--- src/rtl/maskreg_pkg.sv ---
package maskreg_pkg;
    localparam int DATA_W   = 32;
    localparam int HALF_W   = DATA_W / 2;
    localparam int LANES    = 4;
    localparam int TST_W    = 8;
    localparam int NUM_CTRL = 3;

    localparam int IDX_TURN = 0;
    localparam int IDX_LANE = 1;
    localparam int IDX_TEST = 2;
    localparam int IDX_STAT = 3;

    // Bits that physically exist in each control word.
    function automatic logic [HALF_W-1:0] impl_mask(input int idx);
        logic [HALF_W-1:0] m;
        m = '0;
        case (idx)
            IDX_TURN: m = 16'h0C0F;
            IDX_LANE: m = 16'hFFFF;
            IDX_TEST: m = 16'h07FF;
            default:  m = '0;
        endcase
        return m;
    endfunction
endpackage

--- src/rtl/maskreg_cell.sv ---
module maskreg_cell
    import maskreg_pkg::*;
#(
    parameter logic [HALF_W-1:0] IMPL = '1
) (
    input  logic              clk,
    input  logic              rst_n,
    input  logic              wr_en,
    input  logic [DATA_W-1:0] wdata,
    output logic [HALF_W-1:0] q
);
    logic [HALF_W-1:0] bit_en;

    assign bit_en = wdata[DATA_W-1:HALF_W] & IMPL;

    always_ff @(posedge clk or negedge rst_n) begin
        if (!rst_n) q <= '0;
        else if (wr_en) q <= (q & ~bit_en) | (wdata[HALF_W-1:0] & bit_en);
    end

    // Bits whose enable is clear must not move across a write.
    assert_masked_bits_hold_R2: assert property (@(posedge clk) disable iff (!rst_n)
        wr_en |=> ((q ^ $past(q)) & ~$past(wdata[DATA_W-1:HALF_W])) == '0);

    // Bits whose enable is set take the written data.
    assert_enabled_bits_load_R2: assert property (@(posedge clk) disable iff (!rst_n)
        wr_en |=> ((q ^ $past(wdata[HALF_W-1:0])) & $past(wdata[DATA_W-1:HALF_W]) & IMPL) == '0);

    assert_zero_mask_no_effect_R3: assert property (@(posedge clk) disable iff (!rst_n)
        (wr_en && wdata[DATA_W-1:HALF_W] == '0) |=> $stable(q));

    assert_idle_hold_R2: assert property (@(posedge clk) disable iff (!rst_n)
        !wr_en |=> $stable(q));
endmodule

--- src/rtl/maskreg_rdmux.sv ---
module maskreg_rdmux
    import maskreg_pkg::*;
#(
    parameter int ADDR_W = 4
) (
    input  logic [ADDR_W-1:0]                addr,
    input  logic [NUM_CTRL-1:0][HALF_W-1:0]  ctrl_q,
    input  logic [TST_W-1:0]                 stat,
    output logic [DATA_W-1:0]                rword
);
    always_comb begin
        rword = '0;
        for (int i = 0; i < NUM_CTRL; i++) begin
            if (addr == ADDR_W'(i)) rword[HALF_W-1:0] = ctrl_q[i];
        end
        if (addr == ADDR_W'(IDX_STAT)) rword[TST_W-1:0] = stat;
    end
endmodule

--- src/rtl/maskreg_bank.sv ---
module maskreg_bank
    import maskreg_pkg::*;
#(
    parameter int ADDR_W = 4
) (
    input  logic              clk,
    input  logic              rst_n,
    input  logic              bus_valid,
    input  logic              bus_write,
    input  logic [ADDR_W-1:0] bus_addr,
    input  logic [31:0]       bus_wdata,
    output logic [31:0]       bus_rdata,
    output logic [3:0]        turn_req,
    output logic              clkinv_rx0,
    output logic              clkinv_rx1,
    output logic [3:0]        lane_en,
    output logic [3:0]        lane_force_rx,
    output logic [3:0]        lane_force_stop,
    output logic [3:0]        lane_turn_dis,
    output logic [7:0]        tst_din,
    output logic              tst_en,
    output logic              tst_clk,
    output logic              tst_clr,
    input  logic [7:0]        tst_dout
);
    logic                            wr_fire;
    logic                            rd_fire;
    logic [NUM_CTRL-1:0][HALF_W-1:0] ctrl_q;
    logic [DATA_W-1:0]               rd_word;

    assign wr_fire = bus_valid && bus_write;
    assign rd_fire = bus_valid && !bus_write;

    for (genvar g = 0; g < NUM_CTRL; g++) begin : g_word
        logic sel_wr;
        assign sel_wr = wr_fire && (bus_addr == ADDR_W'(g));
        maskreg_cell #(.IMPL(impl_mask(g))) u_cell (
            .clk   (clk),
            .rst_n (rst_n),
            .wr_en (sel_wr),
            .wdata (bus_wdata),
            .q     (ctrl_q[g])
        );
    end

    maskreg_rdmux #(.ADDR_W(ADDR_W)) u_rdmux (
        .addr   (bus_addr),
        .ctrl_q (ctrl_q),
        .stat   (tst_dout),
        .rword  (rd_word)
    );

    always_ff @(posedge clk or negedge rst_n) begin
        if (!rst_n) bus_rdata <= '0;
        else if (rd_fire) bus_rdata <= rd_word;
    end

    // Field placement
    assign turn_req   = ctrl_q[IDX_TURN][LANES-1:0];
    assign clkinv_rx0 = ctrl_q[IDX_TURN][10];
    assign clkinv_rx1 = ctrl_q[IDX_TURN][11];

    assign lane_en         = ctrl_q[IDX_LANE][3:0];
    assign lane_force_rx   = ctrl_q[IDX_LANE][7:4];
    assign lane_force_stop = ctrl_q[IDX_LANE][11:8];
    assign lane_turn_dis   = ctrl_q[IDX_LANE][15:12];

    assign tst_din = ctrl_q[IDX_TEST][TST_W-1:0];
    assign tst_en  = ctrl_q[IDX_TEST][8];
    assign tst_clk = ctrl_q[IDX_TEST][9];
    assign tst_clr = ctrl_q[IDX_TEST][10];

    assert_upper_half_zero_R8: assert property (@(posedge clk) disable iff (!rst_n)
        bus_rdata[31:16] == 16'h0);

    assert_status_read_R7: assert property (@(posedge clk) disable iff (!rst_n)
        (rd_fire && bus_addr == ADDR_W'(IDX_STAT)) |=> bus_rdata == {24'h0, $past(tst_dout)});

    assert_status_write_ignored_R7: assert property (@(posedge clk) disable iff (!rst_n)
        (wr_fire && bus_addr == ADDR_W'(IDX_STAT)) |=> $stable(ctrl_q));

    assert_unmapped_write_ignored_R10: assert property (@(posedge clk) disable iff (!rst_n)
        (wr_fire && bus_addr > ADDR_W'(IDX_STAT)) |=> $stable(ctrl_q));

    assert_rdata_hold_R9: assert property (@(posedge clk) disable iff (!rst_n)
        !rd_fire |=> $stable(bus_rdata));
endmodule

--- config.mk ---
export PLATFORM = sky130hd
export DESIGN_NAME = maskreg_bank
export DESIGN_NICKNAME = d
export VERILOG_FILES = /design/src/rtl/maskreg_pkg.sv /design/src/rtl/maskreg_cell.sv /design/src/rtl/maskreg_rdmux.sv /design/src/rtl/maskreg_bank.sv
export SDC_FILE = /design/constraint.sdc
export NUM_CORES = 1
export LEC_CHECK = 0
export ABC_AREA = 1
export BUFFER_PORTS_ARGS = -buffer_cell sky130_fd_sc_hd__buf_4
export CORE_UTILIZATION = 48
export DETAILED_ROUTE_END_ITERATION = 10
export PLACE_DENSITY = 0.76
export SLEW_MARGIN = 20
export SYNTH_ARGS = -nofsm -noshare
export SYNTH_HDL_FRONTEND = slang
export SYNTH_HIERARCHICAL = 1
export SYNTH_SLANG_ARGS = --single-unit
--- constraint.sdc ---
create_clock -name clk -period 2.5 [get_ports clk]
set_clock_uncertainty 0.2 [all_clocks]
set_input_delay 0.125 -clock clk [delete_from_list [all_inputs] [get_ports clk]]
set_output_delay 0.125 -clock clk [all_outputs]
set_load 0.005 [all_outputs]
Yosys cells after proc, flatten, opt, wreduce, memory -nomap -nowiden
Index checks and enable logic that the tools add are counted.
- register bits: 64
- input bits: 48
- equal/unequal tests: 3
- multiplexer cells: 4
- bitwise logic cells: 12
- reductions and logical operators: 7
- operator list (operator ; number):
    $and A16 B16 Y16 ; 4
    $mux W16 ; 3
    $or A16 B16 Y16 ; 3
    $and A16 B11 Y16 ; 1
    $and A16 B12 Y16 ; 1
    $not A11 Y16 ; 1
    $not A12 Y16 ; 1
    $not A16 Y16 ; 1
    $eq A4 B2 Y1 const B ; 2
    $mux W8 ; 1
    $logic_and A1 B1 Y1 ; 5
    $eq A4 B1 Y1 const B ; 1
    $logic_not A4 Y1 ; 1
    $logic_not A1 Y1 ; 1

Longest topological paths before layout
- word-level depth: 5
- gate-level depth with buffers: 8
- mapped depth without buffers: 7

By module
Netlist, hierarchy kept.
- modules (own cells, without submodules) (module ; times used ; cells an instance ; area each (µm²) ; sequential area each (µm²)):
    maskreg_bank ; 1 ; 150 ; 1276.2 ; 800.8
    maskreg_cell at g_word[1].u_cell ; 1 ; 83 ; 694.4 ; 400.4
    maskreg_rdmux ; 1 ; 106 ; 593.1 ; 0.0
    maskreg_cell at g_word[2].u_cell ; 1 ; 63 ; 518.0 ; 275.3
    maskreg_cell at g_word[0].u_cell ; 1 ; 42 ; 337.8 ; 150.1

Worst setup path after synthesis
No wires, ideal clock.
- path kind: in2reg
- start point: in bus_addr[3]
- end point: reg with a tool-made name
- arrival time: 0.874 ns
- data required time: 2.183 ns
- path slack: 1.310 ns
- stages on the path: 7
- buffers on the path: 1
- cell sequence: nor2_1 > nand2_1 > nor2_1 > buf_6 > nand2_1 > nand2_1 > nand2_1
- RTL lines (element ; line ; source):
    start, declared ; maskreg_bank.sv:10 ; input logic [ADDR_W-1:0] bus_addr,

==> out/metrics.cfg <==
[status]
status=completed

[sta]
fmax_mhz=434
rsz0062_at_grt=no
setup-violations-final=0
tightest_slew_ns=0.821
max-slew-margin-rel_pct=45.3
hold_viol_final=0
fin_crit_sh_pct=92.2
setup_tns_ns=0
min_period_ns=2.30
slew_violations=0

[cts]
cts_root_buffer=clkbuf_8
clk_path_buf_depth=2
clk_pin_slew_worst_paths_ns=0.07
cts_tree=yes
cts_max_level=3
clk_latency_ns=0.34
cts_buffers=9
cts_setup_buffers=0
cts.sinks=65

[critical_path]
critPathArrivalTime_ns=2.37
end_kind=flip-flop
cp.required_ns=2.57
start_kind=primary input
crit_path_max_fanout=22
critPathKind=in2reg

[hold_path]
hp-class=in2reg

[route]
via_per_inst=4.89
drc=0
drt-initial-drc-count=164
vias=3531
wire_per_inst_um=13.5
drt_wl_total_um=9750
ant_nets=0
dr.pass1.iters=5

[global_route]
grt_usage_pct=27.6
grt_pass1_wl_um=15800
antenna_found_initial=0
grt_pass1_vias=3358
grt_max_degree=66
grt_overflow=0

[die]
fp.coreArea_sq_um=6830
core.rowCount=30
initial_core_util_pct=50.1
die_y_um=86.4
die_area_sq_um=7470
die_w_um=86.4
ioPinCount=113

[pwr]
worst_ir_drop_vdd_mv=0.365
p_sw_mw=0.743
total_power_mw=2.59
p_leak_nw=2.65
clock_power_share_pct=28.3
power_frac_seq_pct=49.1
power_density_nw_per_um2=515
combPwrFrac_pct=22.6
p_sw_share_pct=28.6
p_int_mw=1.85

[finish]
layout.nets=669
fin_area_sq_um=5030
layout-drive-gt1-share_pct=22.2
insertedDiodeCount=0
area_growth_pct=47.2
fin_util_pct=73.7
instances_no_fill=722

[synth]
yosysUniqueCellTypes=15
syn_inst=444
syn_area_sq_um=3420
post_synth.cell_area_avg_sq_um=7.70
synth_warnings=6
yosys.area.top_type=dfrtp_1
synth_top_area_share_pct=47.6
synth.yosys.seq_area_share_pct=47.6
synthTopCellsByArea=dfrtp_1, nand2_1, nand3_1
synth-seq-cells=65

[placement]
place.gp.congestion=0.884
dp_cells=631
post_dp_cell_area_sq_um=4120
port-buffer-count=112
dp_hpwl_um=5840

[run]
cap_violations=0

-- cells by family after synthesis --
group	after synthesis	share of synthesized area (%)
buffers and inverters	60	12.5
DFF	65	47.6
other	3	0.329
and+or+nand+nor	316	39.6
-- cell usage after synthesis --
master,instances
clkbuf_1,1
nor2_1,5
buf_4,40
inv_1,5
inv_2,3
nand2_2,1
dfrtp_1,65
nor2_2,1
nor2_4,3
buf_2,5
nand3_1,97
nand4_1,8
buf_6,6
nand2_1,201
conb_1,3
-- cells in the final DEF (no fill, tap or decap), drive strengths merged --
cell | synthesis | routed
dfrtp | 65 | 65
clkinv | 0 | 4
nand3 | 97 | 97
clkbuf | 1 | 12
nand4 | 8 | 8
inv | 8 | 8
dlygate4sd3 | 0 | 75
conb | 3 | 31
buf | 51 | 115
nand2 | 202 | 202
nor2 | 9 | 9
-- worst max-delay path: stages --
cell and delay, ns:
buf_4 0.12, nor2_1 0.09, nand2_1 0.18, nor2_4 0.27
buf_4 0.30, nand3_1 0.10, dlygate4sd3_1 0.57, nand2_1 0.07
dlygate4sd3_1 0.55
-- repair_timing --
item	4_1_cts	5_1_grt
gates resized for setup	0	2
hold endpoints to repair	113	0
hold buffers	75	0
setup endpoints to repair	0	9
-- stage by stage --
| step | worst slack, ns | hold WS (ns) |
|---|---|---|
| 6_report | 0.196 | 0.0774 |
| 5_1_grt | 0.0409 | 0.0936 |
| 4_1_cts | 0.167 | 0.0635 |
| 3_5_place_dp | 0.786 | 0.0794 |
| 3_3_place_gp | 0.884 | 0.0687 |
| 2_1_floorplan | 1.31 | -0.371 |
-- final timing paths --
check	startpoint	endpoint	slack [ns]	cells past startpoint
max	bus_addr[3]	flip-flop	0.20	9
min	bus_valid	bus_rdata[13]$_DFFE_PN0P_	0.08	5
max reg2reg	flip-flop	bus_rdata[3]$_DFFE_PN0P_	0.85	5
min reg2reg	bus_rdata[19]$_DFFE_PN0P_	bus_rdata[19]$_DFFE_PN0P_	0.28	2
max in group asynchronous	rst_n	async pin	1.33	2
min in group asynchronous	rst_n	async pin	0.23	2
-- layer usage --
layer	routed length [um]	global-route usage, %	share of wire (%)	vias up
li1	-	-	-	1717
met1	4010	33.8	41	1658
met2	4870	46.5	50	130
met3	597	5.14	6.1	26
met4	274	14.8	2.8	0
met5	0	0	0	-
-- cell type report --
class                   count  area (sq um)
inverters                   8          30.0
repair buffers            190          1610
clock inverters             4          20.0
clock buffers              12           135
multi-input cells         347          1490
well taps                  96           120
flip-flops and latches     65          1630
fillers                   517          1800
-- power by group through the flow --
stage / registers (mW) / clock network [mW] / logic [mW]
3_5_place_dp: 1.28 / 0 / 0.473
4_1_cts: 1.27 / 0.746 / 0.573
6_report: 1.27 / 0.734 / 0.585
3_3_place_gp: 1.28 / 0 / 0.461
2_1_floorplan: 1.27 / 0 / 0.199
5_1_grt: 1.28 / 0.790 / 0.646
Power figures use the tool's default switching activity.
